[config.mk]
export PLATFORM = sky130hd
export DESIGN_NAME = seqprobe_set
export DESIGN_NICKNAME = d
export VERILOG_FILES = /design/src/rtl/seqprobe_pkg.sv /design/src/rtl/seqprobe_lines.sv /design/src/rtl/seqprobe_match.sv /design/src/rtl/seqprobe_fsm.sv /design/src/rtl/seqprobe_set.sv
export SDC_FILE = /design/constraint.sdc
export NUM_CORES = 1
export LEC_CHECK = 0
export ABC_AREA = 1
export ABC_CLOCK_PERIOD_IN_PS = 5300
export BUFFER_PORTS_ARGS = -buffer_cell sky130_fd_sc_hd__buf_4
export CAP_MARGIN = 0
export CORE_UTILIZATION = 55
export CTS_CLUSTER_DIAMETER = 150
export DETAILED_ROUTE_END_ITERATION = 10
export PLACE_DENSITY = 0.8
export SKIP_LAST_GASP = 1
export SYNTH_ARGS = -nofsm -noshare
export SYNTH_HDL_FRONTEND = slang
export SYNTH_SLANG_ARGS = --single-unit
[constraint.sdc]
create_clock -name clk -period 5.3 [get_ports clk]
set_input_delay 1.06 -clock clk [delete_from_list [all_inputs] [get_ports clk]]
set_output_delay 1.06 -clock clk [all_outputs]
set_load 0.03 [all_outputs]
[src/rtl/seqprobe_pkg.sv]
package seqprobe_pkg;

    typedef enum logic [1:0] {
        PS_IDLE,
        PS_PROBE,
        PS_REFILL_WAIT,
        PS_SHIFT
    } probe_state_e;

    // Width of a way index, at least one bit.
    function automatic int unsigned way_index_width(int unsigned ways);
        return (ways > 2) ? $clog2(ways) : 1;
    endfunction

    // A way moves down during a reorder when it lies in 1..depth.
    function automatic logic moves_down(int unsigned pos, int unsigned depth);
        return (pos != 0) && (pos <= depth);
    endfunction

endpackage

[src/rtl/seqprobe_lines.sv]
module seqprobe_lines
    import seqprobe_pkg::*;
#(
    parameter int WAYS   = 4,
    parameter int TAG_W  = 16,
    parameter int DATA_W = 32,
    parameter int IDX_W  = 2
) (
    input  logic                             clk,
    input  logic                             rst,
    input  logic                             shift_en,
    input  logic [IDX_W-1:0]                 depth,
    input  logic [2+TAG_W+DATA_W-1:0]        new_line,
    output logic [WAYS*(2+TAG_W+DATA_W)-1:0] lines_flat
);

    localparam int LINE_W = 2 + TAG_W + DATA_W;

    typedef struct packed {
        logic              valid;
        logic              dirty;
        logic [TAG_W-1:0]  tag;
        logic [DATA_W-1:0] data;
    } line_t;

    line_t cur [WAYS];
    line_t nxt [WAYS];
    line_t head_in;

    assign head_in = line_t'(new_line);

    for (genvar w = 0; w < WAYS; w++) begin : g_way
        if (w == 0) begin : g_head
            assign nxt[w] = shift_en ? head_in : cur[w];
        end else begin : g_tail
            assign nxt[w] = (shift_en && moves_down(32'(w), 32'(depth))) ? cur[w-1] : cur[w];
        end

        always_ff @(posedge clk) begin
            if (rst) begin
                cur[w] <= '0;
            end else begin
                cur[w] <= nxt[w];
            end
        end

        assign lines_flat[w*LINE_W +: LINE_W] = cur[w];

        if (w > 0) begin : g_lead
            AST_VALID_LEADING_RUN: assert property (@(posedge clk) disable iff (rst)
                cur[w].valid |-> cur[w-1].valid)
                else $error("valid way follows an invalid way");
        end

        for (genvar v = w + 1; v < WAYS; v++) begin : g_pair
            AST_TAG_UNIQUE: assert property (@(posedge clk) disable iff (rst)
                !(cur[w].valid && cur[v].valid && (cur[w].tag == cur[v].tag)))
                else $error("same address held in two ways");
        end
    end

endmodule

[src/rtl/seqprobe_match.sv]
module seqprobe_match
    import seqprobe_pkg::*;
#(
    parameter int WAYS   = 4,
    parameter int TAG_W  = 16,
    parameter int DATA_W = 32,
    parameter int IDX_W  = 2
) (
    input  logic [WAYS*(2+TAG_W+DATA_W)-1:0] lines_flat,
    input  logic [IDX_W-1:0]                 idx,
    input  logic [TAG_W-1:0]                 tag,
    output logic                             hit,
    output logic [2+TAG_W+DATA_W-1:0]        sel_line
);

    localparam int LINE_W = 2 + TAG_W + DATA_W;

    typedef struct packed {
        logic              valid;
        logic              dirty;
        logic [TAG_W-1:0]  tag;
        logic [DATA_W-1:0] data;
    } line_t;

    line_t ways_arr [WAYS];
    line_t sel;

    for (genvar w = 0; w < WAYS; w++) begin : g_unpack
        assign ways_arr[w] = line_t'(lines_flat[w*LINE_W +: LINE_W]);
    end

    assign sel      = ways_arr[idx];
    assign sel_line = sel;
    assign hit      = sel.valid && (sel.tag == tag);

endmodule

[src/rtl/seqprobe_fsm.sv]
module seqprobe_fsm
    import seqprobe_pkg::*;
#(
    parameter int WAYS    = 4,
    parameter int IDX_W   = 2,
    parameter int PROBE_W = 3
) (
    input  logic               clk,
    input  logic               rst,
    input  logic               req_fire,
    input  logic               probe_hit,
    input  logic               refill_valid,
    output probe_state_e       state,
    output logic [IDX_W-1:0]   idx,
    output logic               was_hit,
    output logic [PROBE_W-1:0] probes
);

    localparam logic [IDX_W-1:0] LAST_WAY = IDX_W'(WAYS - 1);

    always_ff @(posedge clk) begin
        if (rst) begin
            state   <= PS_IDLE;
            idx     <= '0;
            was_hit <= 1'b0;
        end else begin
            case (state)
                PS_IDLE: begin
                    if (req_fire) begin
                        state <= PS_PROBE;
                        idx   <= '0;
                    end
                end
                PS_PROBE: begin
                    if (probe_hit) begin
                        was_hit <= 1'b1;
                        state   <= PS_SHIFT;
                    end else if (idx == LAST_WAY) begin
                        was_hit <= 1'b0;
                        state   <= PS_REFILL_WAIT;
                    end else begin
                        idx <= idx + 1'b1;
                    end
                end
                PS_REFILL_WAIT: begin
                    if (refill_valid) begin
                        state <= PS_SHIFT;
                    end
                end
                PS_SHIFT: state <= PS_IDLE;
                default:  state <= PS_IDLE;
            endcase
        end
    end

    assign probes = PROBE_W'(idx) + PROBE_W'(1);

    AST_PROBE_IN_RANGE: assert property (@(posedge clk) disable iff (rst)
        (state == PS_PROBE) |-> (idx <= LAST_WAY))
        else $error("probe index beyond last way");

    AST_REFILL_AFTER_LAST: assert property (@(posedge clk) disable iff (rst)
        (state == PS_REFILL_WAIT) |-> (!was_hit && idx == LAST_WAY))
        else $error("refill wait entered before every way was probed");

    AST_START_AT_FIRST: assert property (@(posedge clk) disable iff (rst)
        (state == PS_IDLE && req_fire) |=> (state == PS_PROBE && idx == '0))
        else $error("probe did not start at way 1");

endmodule

[src/rtl/seqprobe_set.sv]
module seqprobe_set
    import seqprobe_pkg::*;
#(
    parameter int WAYS   = 4,
    parameter int ADDR_W = 16,
    parameter int DATA_W = 32,
    localparam int PROBE_W = $clog2(WAYS + 1)
) (
    input  logic               clk,
    input  logic               rst,
    input  logic               req_valid,
    output logic               req_ready,
    input  logic [ADDR_W-1:0]  req_addr,
    input  logic               req_wr,
    input  logic [DATA_W-1:0]  req_wdata,
    output logic               rsp_valid,
    output logic               rsp_hit,
    output logic [PROBE_W-1:0] rsp_probes,
    output logic [DATA_W-1:0]  rsp_data,
    output logic               refill_req_valid,
    output logic [ADDR_W-1:0]  refill_req_addr,
    input  logic               refill_valid,
    input  logic [DATA_W-1:0]  refill_data,
    output logic               evict_valid,
    output logic [ADDR_W-1:0]  evict_addr,
    output logic [DATA_W-1:0]  evict_data,
    output logic               evict_dirty
);

    localparam int IDX_W  = way_index_width(WAYS);
    localparam int LINE_W = 2 + ADDR_W + DATA_W;

    typedef struct packed {
        logic              valid;
        logic              dirty;
        logic [ADDR_W-1:0] tag;
        logic [DATA_W-1:0] data;
    } line_t;

    typedef struct packed {
        logic [ADDR_W-1:0] tag;
        logic              wr;
        logic [DATA_W-1:0] wdata;
    } req_t;

    probe_state_e             state;
    logic [IDX_W-1:0]         idx;
    logic                     was_hit;
    logic [PROBE_W-1:0]       probes;
    logic                     probe_hit;
    logic                     req_fire;
    req_t                     req_q;
    logic [DATA_W-1:0]        fill_q;
    logic [WAYS*LINE_W-1:0]   lines_flat;
    logic [LINE_W-1:0]        sel_flat;
    line_t                    sel_l;
    line_t                    base_l;
    line_t                    upd_l;
    logic [WAYS*ADDR_W-1:0]   tag_vec;

    assign req_ready = (state == PS_IDLE);
    assign req_fire  = req_valid && req_ready;

    always_ff @(posedge clk) begin
        if (rst) begin
            req_q  <= '0;
            fill_q <= '0;
        end else begin
            if (req_fire) begin
                req_q <= '{tag: req_addr, wr: req_wr, wdata: req_wdata};
            end
            if (state == PS_REFILL_WAIT && refill_valid) begin
                fill_q <= refill_data;
            end
        end
    end

    seqprobe_fsm #(
        .WAYS    (WAYS),
        .IDX_W   (IDX_W),
        .PROBE_W (PROBE_W)
    ) u_fsm (
        .clk          (clk),
        .rst          (rst),
        .req_fire     (req_fire),
        .probe_hit    (probe_hit),
        .refill_valid (refill_valid),
        .state        (state),
        .idx          (idx),
        .was_hit      (was_hit),
        .probes       (probes)
    );

    seqprobe_match #(
        .WAYS   (WAYS),
        .TAG_W  (ADDR_W),
        .DATA_W (DATA_W),
        .IDX_W  (IDX_W)
    ) u_match (
        .lines_flat (lines_flat),
        .idx        (idx),
        .tag        (req_q.tag),
        .hit        (probe_hit),
        .sel_line   (sel_flat)
    );

    assign sel_l = line_t'(sel_flat);

    // Line written to way 1: the promoted line on a hit, the refill on a miss.
    always_comb begin
        if (was_hit) begin
            base_l = sel_l;
        end else begin
            base_l.valid = 1'b1;
            base_l.dirty = 1'b0;
            base_l.tag   = req_q.tag;
            base_l.data  = fill_q;
        end
        upd_l = base_l;
        if (req_q.wr) begin
            upd_l.data  = req_q.wdata;
            upd_l.dirty = 1'b1;
        end
    end

    seqprobe_lines #(
        .WAYS   (WAYS),
        .TAG_W  (ADDR_W),
        .DATA_W (DATA_W),
        .IDX_W  (IDX_W)
    ) u_lines (
        .clk        (clk),
        .rst        (rst),
        .shift_en   (state == PS_SHIFT),
        .depth      (idx),
        .new_line   (upd_l),
        .lines_flat (lines_flat)
    );

    assign rsp_valid        = (state == PS_SHIFT);
    assign rsp_hit          = was_hit;
    assign rsp_probes       = probes;
    assign rsp_data         = upd_l.data;
    assign refill_req_valid = (state == PS_REFILL_WAIT);
    assign refill_req_addr  = req_q.tag;
    // On a miss the probe index rests on the last way, which is the victim.
    assign evict_valid      = (state == PS_SHIFT) && !was_hit && sel_l.valid;
    assign evict_addr       = sel_l.tag;
    assign evict_data       = sel_l.data;
    assign evict_dirty      = sel_l.dirty;

    for (genvar w = 0; w < WAYS; w++) begin : g_tags
        assign tag_vec[w*ADDR_W +: ADDR_W] = lines_flat[w*LINE_W + DATA_W +: ADDR_W];
    end

    AST_MISS_PROBES_ALL: assert property (@(posedge clk) disable iff (rst)
        (rsp_valid && !rsp_hit) |-> (rsp_probes == PROBE_W'(WAYS)))
        else $error("miss reported before all ways probed");

    AST_REFILL_HELD: assert property (@(posedge clk) disable iff (rst)
        (refill_req_valid && !refill_valid) |=> (refill_req_valid && $stable(refill_req_addr)))
        else $error("refill request dropped or changed");

    AST_EVICT_ONLY_ON_MISS: assert property (@(posedge clk) disable iff (rst)
        evict_valid |-> (rsp_valid && !rsp_hit))
        else $error("eviction outside a miss response");

    AST_MRU_AT_HEAD: assert property (@(posedge clk) disable iff (rst)
        rsp_valid |=> (lines_flat[LINE_W-1] && tag_vec[ADDR_W-1:0] == $past(req_q.tag)))
        else $error("accessed line not in way 1");

    AST_HEAD_HIT_KEEPS_ORDER: assert property (@(posedge clk) disable iff (rst)
        (rsp_valid && rsp_hit && rsp_probes == PROBE_W'(1)) |=> $stable(tag_vec))
        else $error("hit in way 1 changed line order");

    AST_BUSY_PULSE: assert property (@(posedge clk) disable iff (rst)
        rsp_valid |=> (!rsp_valid && req_ready))
        else $error("response not a single pulse");

endmodule

==> results.py, run 1 <==
metrics = {
    "synthesis": {
        "synthTopCellsByArea": "dfxtp_1 (44%), nor2_1 (17%), o21ai_0 (13%)",
        "syn_area_per_cell_sq_um": 6.78,
        "synth_seq_cells": 286,
        "syn_nets": 2002,
        "syn_area_sq_um": 13000,
        "netlist.area_leader.share_pct": 44.2,
        "yosys_warnings": 0,
        "synth_top_area_cell": "dfxtp_1",
        "synth_cell_type_count": 28,
        "synthCells": 1910,
        "yosysSeqAreaShare_pct": 44.2,
    },
    "sta": {
        "final.setup.tns_ns": 0,
        "final_max_slew_viol_count": 0,
        "slew_headroom_pct": 25.8,
        "fin_skew_ns": 0.0135,
        "min_period_ns": 4.15,
        "rsz0062_at_grt": "no",
        "max_clock_freq_ghz": 0.241,
        "fin_crit_sh_pct": 78.4,
        "tightest_slew_ns": 1.11,
        "finalHoldViolations": 0,
        "setup_viol": 0,
    },
    "setup_path": {
        "slowest_delay_ns": 0.76,
        "arrival_ns": 3.09,
        "cpMostUsedCell": "buf_4",
        "path_cells": "inv_2 -> buf_4 -> o21ai_0 -> o22ai_1 -> nand2_1 -> a21oi_1 -> buf_4",
        "endpoint_kind": "output pin",
        "crit_required_ns": 4.24,
        "worstSetupPathType": "flip-flop to output pin",
        "crit_path_start_kind": "flip-flop",
        "cpMaxStageDelayCell": "inv_2",
        "path_max_fanout": 59,
    },
    "grt": {
        "grt_overflow_total": 0,
        "grt.total_usage_pct": 33.2,
        "antenna_found_initial": 0,
        "grt_max_degree": 182,
        "grt_pass1_vias": 11700,
        "grt_first_pass_wirelength_microns": 63600,
    },
    "finish": {
        "diodes": 0,
        "design_area_sq_um": 14900,
        "fin_nets": 2053,
        "drive_gt1_share_pct": 13.3,
        "fin_cells": 2294,
        "finalCoreUtilization_pct": 65.1,
        "area_growth_pct": 14.9,
    },
    "detailed_routing": {
        "drt_iter0_markers": 1269,
        "post_drt_wl_per_cell_microns": 17.6,
        "dr_wl_met3_microns": 4080,
        "wl_met2_microns": 17300,
        "highest_layer": "met4",
        "drt-total-wl_microns": 40400,
        "drtAntennaViolNets": 0,
        "drtPass1Iterations": 6,
        "wl_met1_microns": 18200,
        "drc": 0,
        "num_vias": 12900,
        "vias_per_cell": 5.62,
    },
    "cts": {
        "cts_hold_buffers": 0,
        "cts_setup_buffers": 0,
        "cts_tree": "done",
        "cts.clk_slew.worst_paths_ns": 0.06,
        "htreeDepth": 1,
        "worstSkewPairLatency_ns": 0.57,
        "clock-root-buffer": "clkbuf_16",
        "numCtsBuffers": 29,
        "cts_buffer_depth": 3,
        "cts_num_sinks": 286,
        "cts-resized-gates": 0,
    },
    "pwr": {
        "leakagePower_nw": 6.57,
        "ir_worst_vdd_v": 0.000460,
        "p_total_mw": 8.82,
        "power_density_nw_per_um2": 593,
    },
    "placement": {
        "place_area_sq_um": 14000,
        "dp.cells": 2243,
        "io_buffers": 189,
        "gp_congestion": 0.933,
        "dp_hpwl_microns": 25600,
    },
    "die": {
        "io_pins": 190,
        "die_width_microns": 155,
        "dieArea_sq_um": 24200,
        "die_y_microns": 155,
        "start_util_pct": 56.7,
        "coreArea_sq_um": 22800,
        "fp-row-count": 55,
    },
    "run_status": {
        "status": "finished clean",
    },
    "hold_path": {
        "hold_path.class": "flip-flop to flip-flop",
    },
    "job": {
        "maxCapViolations": 0,
    },
}
-- cells in the mapped netlist --
master,count
buf_2,15
o21ai_1,15
inv_4,1
o22ai_1,34
and2_1,2
a31oi_1,2
nand4_1,3
nand2_1,209
or2_0,1
clkbuf_1,109
nand3_1,43
xor2_2,1
xor2_1,2
clkinv_1,2
nand2_2,2
buf_1,3
nor2_2,1
inv_1,51
nand3b_1,6
buf_6,7
ha_1,7
inv_2,4
nor3_1,1
a21oi_1,106
dfxtp_1,286
o21ai_0,349
nor2_1,596
buf_4,52
-- state kept, by name, indices dropped and copies added, names as in the netlist --
signal and flops:
u_fsm.idx 2, req_q 33, u_fsm.state 2, refill_req_addr 16, u_lines.cur 200, u_fsm.was_hit 1, fill_q 32
-- stage by stage --
stage / setup slack [ns] / hold WS, ns
after floorplan: 2.14 / 0.455
after global placement: 1.88 / 0.463
after detailed placement: 1.82 / 0.472
after CTS: 1.24 / 0.487
after global routing: 1.04 / 0.505
final: 1.15 / 0.486
-- final cells by class --
cell class | instances | area [sq um]
Clock buffer | 46 | 870
Clock inverter | 5 | 53.8
Fill cell | 2034 | 7970
Inverter | 58 | 225
Multi-Input combinational cell | 1380 | 6050
Sequential cell | 286 | 5730
Tap cell | 313 | 392
Timing Repair Buffer | 206 | 1560
-- path summary, 6_finish.rpt --
check | start | endpoint | slack, ns | cells after the start
max reg2reg | u_fsm.idx[1] | u_lines.cur[3][26] | 2.04 | 7
min reg2reg | req_q[25] | req_q[25] | 0.49 | 2
min | req_q[25] | req_q[25] | 0.49 | 2
max | u_fsm.idx[0] | rsp_data[21] | 1.15 | 7
-- power by group --
part | switching, mW | leakage, nW | internal [mW]
logic | 2.78 | 3.79 | 1.25
registers | 0.307 | 2.32 | 2.48
clock network | 0.843 | 0.456 | 1.16
total | 3.93 | 6.57 | 4.89
-- metal layers --
layer	vias to the layer above	track usage, %
li1	6249	-
met1	5964	48.3
met3	60	7.21
met5	-	0
met2	630	49.5
met4	0	8.64
-- cell usage in the layout (no fill, tap or decap), drive strengths merged --
cell and count:
nand4 3, xor2 3, o22ai 34, or2 1, buf 206, a21oi 106
nand3 43, dfxtp 286, ha 7, o21ai 364, nand3b 6, nand2 211
inv 57, nor3 1, bufinv 1, nor2 597, and2 2, clkbuf 46
a31oi 2, clkinv 5
-- logic make-up (layout without fill, tap and decap cells) --
group | after synthesis | count (layout) | synth area share, %
buf+inv | 244 | 315 | 9.15
fa+ha+maj | 7 | 7 | 0.676
xor+xnor | 3 | 3 | 0.261
simple gates | 864 | 864 | 25.8
compound gates | 506 | 506 | 19.9
flops | 286 | 286 | 44.2
-- critical path, delay by kind of cell (launching register included) --
| kind | cells | cell delay [ns] |
|---|---|---|
| compound gates | 3 | 0.65 |
| simple gates | 1 | 0.12 |
| buf+inv | 3 | 1.40 |
| flops | 1 | 0.32 |
Power figures use the tool's default switching activity.
==> run 2, diff against run 1 <==
- ABC_CLOCK_PERIOD_IN_PS: 5300 -> 3950
- clock period: 5.3 -> 3.95 ns (I/O delays scaled with it)
==> results.py, run 2 (synthesis results as in run 1) <==
metrics = {
    "run_status": {
        "status": "finished clean",
    },
    "sta": {
        "rsz0062_at_grt": "no",
        "setup_viol": 0,
        "finalHoldViolations": 0,
        "max_clock_freq_ghz": 0.295,
        "fin_crit_sh_pct": 85.9,
        "slew_headroom_pct": 29.1,
        "min_period_ns": 3.39,
        "tightest_slew_ns": 1.06,
        "final_max_slew_viol_count": 0,
        "final.setup.tns_ns": 0,
        "fin_ws_ns": 0.556,
        "hold_ws_ns": 0.431,
        "fin_skew_ns": 0.0101,
    },
    "finish": {
        "fin_cells": 2304,
        "finalCoreUtilization_pct": 66.0,
        "top_regs": "u_lines.cur (200), req_q (33), fill_q (32)",
        "diodes": 0,
        "fill_cells": 2058,
        "largest_reg_flops": 200,
        "layout_common_cells": "nor2_1 (595), o21ai_0 (348), dfxtp_1 (283)",
        "largest_register": "u_lines.cur",
        "mostFrequentLayoutCell": "nor2_1",
        "drive_gt1_share_pct": 14.1,
        "design_area_sq_um": 15100,
        "area_growth_pct": 16.3,
        "fin_nets": 2062,
    },
    "grt": {
        "grt_pass1_vias": 11700,
        "antenna_found_initial": 0,
        "grt.total_usage_pct": 33.6,
        "grt_first_pass_wirelength_microns": 64200,
        "grt_overflow_total": 0,
        "grt_max_degree": 116,
    },
    "detailed_routing": {
        "drtPass1Iterations": 5,
        "drc": 0,
        "num_vias": 13000,
        "drt-total-wl_microns": 40700,
        "drt_iter0_markers": 1477,
        "vias_per_cell": 5.63,
        "post_drt_wl_per_cell_microns": 17.7,
        "drtAntennaViolNets": 0,
    },
    "pwr": {
        "power.switching_mw": 5.35,
        "swShare_pct": 44.0,
        "pwr-share-seq_pct": 30.5,
        "leakagePower_nw": 6.68,
        "power_density_nw_per_um2": 807,
        "p_int_mw": 6.81,
        "pwr-share-comb_pct": 45.5,
        "ir_worst_vdd_v": 0.000504,
        "p_clk_share_pct": 24.0,
        "p_total_mw": 12.2,
    },
    "placement": {
        "dp.cells": 2252,
        "gp_congestion": 0.948,
        "io_buffers": 189,
        "dp_hpwl_microns": 26600,
        "place_area_sq_um": 14100,
        "preCtsSetupSlack_ns": 1.21,
    },
    "cts": {
        "numCtsBuffers": 29,
        "cts_tree": "done",
        "cts-resized-gates": 0,
        "cts_buffer_depth": 3,
        "htreeDepth": 1,
        "clock-root-buffer": "clkbuf_16",
        "cts_hold_buffers": 0,
        "cts_setup_buffers": 0,
        "worstSkewPairLatency_ns": 0.55,
        "cts.clk_slew.worst_paths_ns": 0.06,
        "cts_num_sinks": 286,
    },
    "setup_path": {
        "arrival_ns": 2.60,
        "crit_path_start_kind": "flip-flop",
        "path_max_fanout": 102,
        "crit_required_ns": 3.16,
        "endpoint_kind": "output pin",
        "worstSetupPathType": "flip-flop to output pin",
    },
    "die": {
        "die_width_microns": 155,
        "die_y_microns": 155,
        "fp-row-count": 55,
        "io_pins": 190,
        "dieArea_sq_um": 24200,
        "coreArea_sq_um": 22800,
        "start_util_pct": 56.7,
    },
    "job": {
        "maxCapViolations": 0,
    },
    "hold_path": {
        "hold_path.class": "primary input to flip-flop",
    },
}
-- run 2: changes by cell type in the layout (fill, tap and decap cells not counted) --
cell	change
buf_12	+3
buf_4	+6
bufinv_16	+4
clkbuf_1	-6
clkbuf_8	-3
clkinv_2	+6
clkinvlp_4	+1
inv_6	-1
-- run 2: routing by layer --
metal | track usage [%] | share of wire [%] | vias to the layer above
li1 | - | - | 6265
met1 | 49.1 | 44 | 5950
met2 | 49.7 | 43 | 684
met3 | 7.35 | 10 | 67
met4 | 9.20 | 2.1 | 0
met5 | 0 | 0 | -
-- run 2: path summary, 6_finish.rpt --
path / from / end / slack (ns) / cells past startpoint
max reg2reg: u_fsm.state[0] / u_lines.cur[1][47] / 1.39 / 7
min reg2reg: fill_q[8] / fill_q[8] / 0.49 / 2
min: rst / u_fsm.was_hit / 0.43 / 2
max: u_fsm.idx[0] / rsp_data[16] / 0.56 / 6
-- run 2: worst max-delay path: stages, from the launching register on --
cell and delay, ns:
dfxtp_2 0.36, buf_12 0.39, o21ai_0 0.15, o22ai_1 0.43
nand2_1 0.11, a21oi_1 0.35, buf_4 0.24
-- run 2: final cells by class --
| cell class | instances | area, sq um | share of cell area, % |
|---|---|---|---|
| clock buffers | 37 | 806 | 5.35 |
| clock inverters | 15 | 203 | 1.35 |
| inverters | 58 | 225 | 1.49 |
| multi-input cells | 1380 | 6050 | 40.2 |
| flip-flops and latches | 286 | 5730 | 38.0 |
| well taps | 313 | 392 | 2.60 |
| repair buffers | 215 | 1660 | 11.0 |
-- run 2: power groups by stage --
stage          combinational [mW]  clock, mW  sequential (mW)
6_report                     5.53       2.92             3.71
5_1_grt                      5.91       3.05             3.76
4_1_cts                      5.44       2.93             3.69
3_5_place_dp                 5.41          0             3.75
3_3_place_gp                 5.35          0             3.73
2_1_floorplan                3.88          0             3.60
